## src/rtl/ctb_pkg.sv

```systemverilog
package ctb_pkg;
  // Strobes from control to datapath
  typedef struct packed {
    logic wrEn;
    logic wrLast;
  } ctb_ctl_t;
endpackage

```

## src/rtl/ctb_datapath.sv

```systemverilog
module ctb_datapath #(
  parameter int DEPTH  = 16,
  parameter int DATA_W = 8,
  localparam int AW    = $clog2(DEPTH)
) (
  input  logic                clk,
  input  ctb_pkg::ctb_ctl_t   ctl,
  input  logic [AW-1:0]       wrAddr,
  input  logic [DATA_W-1:0]   wrData,
  input  logic [AW-1:0]       rdAddr,
  output logic [DATA_W-1:0]   rdData,
  output logic                rdLast
);
  logic [DATA_W-1:0] dataMem [DEPTH];
  logic              lastMem [DEPTH];

  always_ff @(posedge clk) begin
    if (ctl.wrEn) begin
      dataMem[wrAddr] <= wrData;
      lastMem[wrAddr] <= ctl.wrLast;
    end
  end

  assign rdData = dataMem[rdAddr];
  assign rdLast = lastMem[rdAddr];
endmodule

```

## src/rtl/ctb_control.sv

```systemverilog
module ctb_control #(
  parameter int DEPTH     = 16,
  parameter int MAX_CHUNK = 4,
  localparam int AW       = $clog2(DEPTH),
  localparam int PW       = AW + 1,
  localparam int LW       = $clog2(MAX_CHUNK + 1)
) (
  input  logic              clk,
  input  logic              rstN,
  input  logic              wrValid,
  input  logic              wrLast,
  input  logic              rdReady,
  input  logic              txDone,
  input  logic              txAbort,
  input  logic              rdLast,
  output ctb_pkg::ctb_ctl_t ctl,
  output logic [AW-1:0]     wrAddr,
  output logic [AW-1:0]     rdAddr,
  output logic              rdValid,
  output logic              full,
  output logic              dropped,
  output logic              busy
);
  localparam logic [PW-1:0] DEPTH_P = PW'(DEPTH);
  localparam logic [LW-1:0] MAXC_P  = LW'(MAX_CHUNK);

  logic [PW-1:0] wrCommit, wrStage, rdCommit, rdSpec;
  logic [LW-1:0] stageLen;
  logic          dropping;
  logic [PW-1:0] staged;
  logic          fits, accept, take;

  assign staged  = wrStage - rdCommit;
  assign fits    = (staged < DEPTH_P) && (stageLen < MAXC_P);
  assign accept  = wrValid && !dropping && fits;
  assign rdValid = !busy && (rdSpec != wrCommit);
  assign take    = rdValid && rdReady;
  assign full    = (staged == DEPTH_P);

  assign ctl.wrEn   = accept;
  assign ctl.wrLast = wrLast;
  assign wrAddr     = wrStage[AW-1:0];
  assign rdAddr     = rdSpec[AW-1:0];

  // Write side: staging pointer runs ahead, commit on last byte
  always_ff @(posedge clk) begin
    if (!rstN) begin
      wrCommit <= '0;
      wrStage  <= '0;
      stageLen <= '0;
      dropping <= 1'b0;
      dropped  <= 1'b0;
    end else begin
      dropped <= 1'b0;
      if (wrValid) begin
        if (wrLast) begin
          stageLen <= '0;
          dropping <= 1'b0;
          if (accept) begin
            wrStage  <= wrStage + 1'b1;
            wrCommit <= wrStage + 1'b1;
          end else begin
            wrStage <= wrCommit;
            dropped <= 1'b1;
          end
        end else if (accept) begin
          wrStage  <= wrStage + 1'b1;
          stageLen <= stageLen + 1'b1;
        end else begin
          dropping <= 1'b1;
          wrStage  <= wrCommit;
          stageLen <= '0;
        end
      end
    end
  end

  // Read side: speculative pointer, rewound to commit pointer on abort
  always_ff @(posedge clk) begin
    if (!rstN) begin
      rdCommit <= '0;
      rdSpec   <= '0;
      busy     <= 1'b0;
    end else if (busy) begin
      if (txAbort) begin
        rdSpec <= rdCommit;
        busy   <= 1'b0;
      end else if (txDone) begin
        rdSpec <= rdSpec + 1'b1;
        if (rdLast) rdCommit <= rdSpec + 1'b1;
        busy <= 1'b0;
      end
    end else if (take) begin
      busy <= 1'b1;
    end
  end
endmodule

```

## src/rtl/chunk_tx_buffer.sv

```systemverilog
module chunk_tx_buffer #(
  parameter int DEPTH     = 16,
  parameter int DATA_W    = 8,
  parameter int MAX_CHUNK = 4,
  localparam int AW       = $clog2(DEPTH)
) (
  input  logic              clk,
  input  logic              rstN,
  input  logic [DATA_W-1:0] wrData,
  input  logic              wrLast,
  input  logic              wrValid,
  output logic [DATA_W-1:0] rdData,
  output logic              rdValid,
  input  logic              rdReady,
  input  logic              txDone,
  input  logic              txAbort,
  output logic              full,
  output logic              dropped
);
  ctb_pkg::ctb_ctl_t ctl;
  logic [AW-1:0]     wrAddr, rdAddr;
  logic              rdLast, busyQ;

  ctb_control #(.DEPTH(DEPTH), .MAX_CHUNK(MAX_CHUNK)) u_ctrl (
    .clk(clk), .rstN(rstN), .wrValid(wrValid), .wrLast(wrLast),
    .rdReady(rdReady), .txDone(txDone), .txAbort(txAbort), .rdLast(rdLast),
    .ctl(ctl), .wrAddr(wrAddr), .rdAddr(rdAddr), .rdValid(rdValid),
    .full(full), .dropped(dropped), .busy(busyQ)
  );

  ctb_datapath #(.DEPTH(DEPTH), .DATA_W(DATA_W)) u_dp (
    .clk(clk), .ctl(ctl), .wrAddr(wrAddr), .wrData(wrData),
    .rdAddr(rdAddr), .rdData(rdData), .rdLast(rdLast)
  );
endmodule

```

## config.mk

```make
export PLATFORM = sky130hd
export DESIGN_NAME = chunk_tx_buffer
export DESIGN_NICKNAME = d
export VERILOG_FILES = /design/src/rtl/ctb_pkg.sv /design/src/rtl/ctb_datapath.sv /design/src/rtl/ctb_control.sv /design/src/rtl/chunk_tx_buffer.sv
export SDC_FILE = /design/constraint.sdc
export NUM_CORES = 1
export LEC_CHECK = 0
export BUFFER_PORTS_ARGS = -buffer_cell sky130_fd_sc_hd__buf_2
export CAP_MARGIN = 20
export CORE_MARGIN = 3
export CORE_UTILIZATION = 60
export DETAILED_ROUTE_END_ITERATION = 7
export GPL_TIMING_DRIVEN = 0
export PLACE_DENSITY = 0.86
export SLEW_MARGIN = 40
export SYNTH_ARGS = -nofsm -noshare
export SYNTH_HDL_FRONTEND = slang
export SYNTH_SLANG_ARGS = --single-unit
```

## constraint.sdc

```tcl
create_clock -name clk -period 6.4 [get_ports clk]
set_clock_uncertainty 0.15 [all_clocks]
set_input_delay 1.28 -clock clk [delete_from_list [all_inputs] [get_ports clk]]
set_output_delay 1.28 -clock clk [all_outputs]
set_load 0.1 [all_outputs]
```

==> qor.yml <==
worst_setup_path:
  crit_fanout: 10
  crit_arrival_ns: 2.91
  r2r_start: "u_ctrl.wrStage[0]$_SDFFE_PN0P_"
  required_ns: 4.97
  crit_type: "reg2out"
  end_kind: "primary output"
  reg2reg_slack_ns: 2.97
  r2r-end: "u_dp.dataMem[1][6]$_DFFE_PP_"
  r2r_cells: 10
  cp-start-kind: "register"
hold_path:
  holdPathStages: 2
  holdCritStartpoint: "u_ctrl.rdCommit[3]$_SDFFE_PN0P_"
  hp-class: "reg2reg"
  worstHoldEndpoint: "u_ctrl.rdCommit[3]$_SDFFE_PN0P_"
synthesis:
  yosysTopAreaCell: "edfxtp_1"
  synth_warnings: 0
  synth-edff-count: 144
  synth_nets: 443
  synthesis.area_sq_um: 7279
  ys_ff_latch: 174
  synth_top_area_share_pct: 59.40
  ys_types: 44
  seq_area_frac_synth_pct: 67.65
  syn_area_per_cell_sq_um: 17.46
  synth_ff_type: "edfxtp_1"
  synth_cells: 417
  synthArstFlopShare_pct: 0
  yosys-top-cells-area: "edfxtp_1 (59%), mux4_1 (9.7%), dfxtp_1 (8.3%), mux4_2 (4.6%), mux2i_1 (1.9%)"
finish:
  final_core_util_pct: 71.00
  synthToLayoutAreaGrowth_pct: 13.27
  insertedDiodeCount: 0
  multi_input_area_sq_um: 2261
  layout_common_cells: "edfxtp_1 (144), dfxtp_1 (30), mux4_1 (27), buf_2 (25), nand2_1 (23)"
  regArea_sq_um: 4925
  fin_nets: 490
  drive_gt1_share_pct: 20.34
  fillerInstances: 716
  final_common_cell: "edfxtp_1"
job:
  maxCapViolations: 0
global_route:
  grt_max_degree: 22
  grtUsageTotal_pct: 24.56
  overflow: 0
  grt_pass1_wl_mm: 23.16
  grt_antenna_before_repair: 0
  grt_pass1_vias: 4048
power:
  clkPwrFrac_pct: 38.7
  power_w: 0.002569
  p_switching_w: 0.0006482
  switching_share_pct: 25.23
  leakage_nw: 2.799
  p_int_w: 0.001921
  power_density_nw_per_um2: 311.6
  irDropWorstVdd_mv: 0.1921
  power_frac_comb_pct: 11.8
  p_seq_share_pct: 49.5
place:
  port_buffers: 24
  gp_congestion: 0.8192
  hpwl_mm: 9.835
route:
  route.detailed.drc: 0
  routed-via-count: 3916
  drt-total-wl_mm: 15.36
  viasPerCell: 6.316
  dr.pass1.iters: 4
  wl_per_cell_um: 24.78
  initialDrtViolationCount: 319
  ant_nets: 0
timing:
  hold_viol: 0
  tightest_slew_ns: 0.8044
  finalMaxSlewViolations: 0
  setup_viol: 0
  timing.fmax_mhz: 230.3
  rsz0062_at_grt: "false"
  max_slew_margin_pct: 46.31
  tns_ns: 0
  period_share_pct: 67.85
  fin_crit_ns: 4.342
  holdWs_ns: 0.3337
clocking:
  cts_root_buf: "clkbuf_16"
  cts_max_level: 4
  cts_buffer_depth: 2
  clkLatencyLatePin_ns: 0.43
  post_cts_buffers: 0
  cts_hold_buf: 0
  cts_buffers: 17
  cts_sinks: 174
  clk_pin_slew_ns: 0.06
  cts_tree: "done"
  cts_resized: 0
floorplan:
  die_y_um: 116.1
  core_sq_um: 11610
  floorplan.initialDensity_pct: 62.68
  die_area_sq_um: 13490
  ios: 26
  die_w_um: 116.1
  core.rowCount: 39
outcome:
  run_status: "finished, final reports clean"
[cell usage after synthesis (all sizes together), types with 10 or more instances]
cell type	instances
clkbuf	11
dfxtp	30
edfxtp	144
ha	10
mux2i	15
mux4	42
nand2	23
nor2	25
o21ai	11
[worst max path at each step]
stage / startpoint / to / slack [ns] / depth (start not counted)
final: register / rdData[6] / 2.06 / 5
after global routing: register / rdData[6] / 1.94 / 5
after detailed placement: register / rdData[6] / 2.46 / 5
after global placement: wrValid / u_dp.dataMem[0][1]$_DFFE_PP_ / 2.24 / 6
after CTS: register / rdData[6] / 1.99 / 5
after floorplan: u_ctrl.wrStage[0]$_SDFFE_PN0P_ / full / 1.31 / 8
[flip-flops by register name (all words and copies together) (netlist names), named ones only]
register and flops:
u_ctrl.dropped 1, u_dp.dataMem 128, u_ctrl.wrStage 5, u_ctrl.stageLen 3, u_ctrl.busy 1, u_ctrl.wrCommit 5, u_ctrl.rdCommit 5, u_ctrl.dropping 1
u_ctrl.rdSpec 5, u_dp.lastMem 16
[through the flow]
stage | setup slack [ns] | instance area (sq um) | cells
3_3_place_gp | 2.237 | 7579 | 584
5_1_grt | 1.945 | 8245 | 620
3_5_place_dp | 2.459 | 7674 | 588
6_report | 2.058 | 8245 | 620
4_1_cts | 1.989 | 8244 | 620
2_1_floorplan | 1.311 | 7279 | 417
[per-layer routing]
| layer | global-route usage, % | vias up | share of wire (%) |
|---|---|---|---|
| li1 | - | 1768 | - |
| met1 | 30.72 | 2000 | 41 |
| met2 | 41.50 | 122 | 52 |
| met3 | 5.959 | 26 | 5.1 |
| met4 | 10.36 | 0 | 2.2 |
| met5 | 0 | - | 0 |
[worst max-delay path, stage by stage (launching register included)]
cell	delay, ns
dfxtp_1	0.30
clkbuf_1	0.35
clkbuf_1	0.58
mux4_1	0.41
mux4_2	0.53
buf_2	0.32
[logic make-up after synthesis]
family          after synthesis  share of synthesized area, %
compound gates               42                         4.022
buf+inv                      29                         1.976
flops                       174                         67.65
mux                          58                         16.78
xor+xnor                     15                         1.805
fa+ha+maj                    11                         1.994
simple gates                 88                         5.775
[area by class of cell]
| type | count | share of cell area [%] |
|---|---|---|
| sequential | 174 | 59.73 |
| multi-input combinational | 214 | 27.42 |
| clock buffer | 18 | 5.205 |
| tap | 143 | 2.170 |
| timing repair buffer | 28 | 2.003 |
| clock inverter | 14 | 1.715 |
| buffer | 20 | 1.351 |
| inverter | 9 | 0.4097 |
[power groups by stage]
stage          clock (W)  sequential, W  combinational (W)
4_1_cts          0.00101        0.00127           0.000304
3_3_place_gp           0        0.00129           0.000283
6_report        0.000995        0.00127           0.000304
5_1_grt          0.00105        0.00127           0.000321
3_5_place_dp           0        0.00129           0.000302
2_1_floorplan          0        0.00129           0.000224
Power figures use the tool's default switching activity.
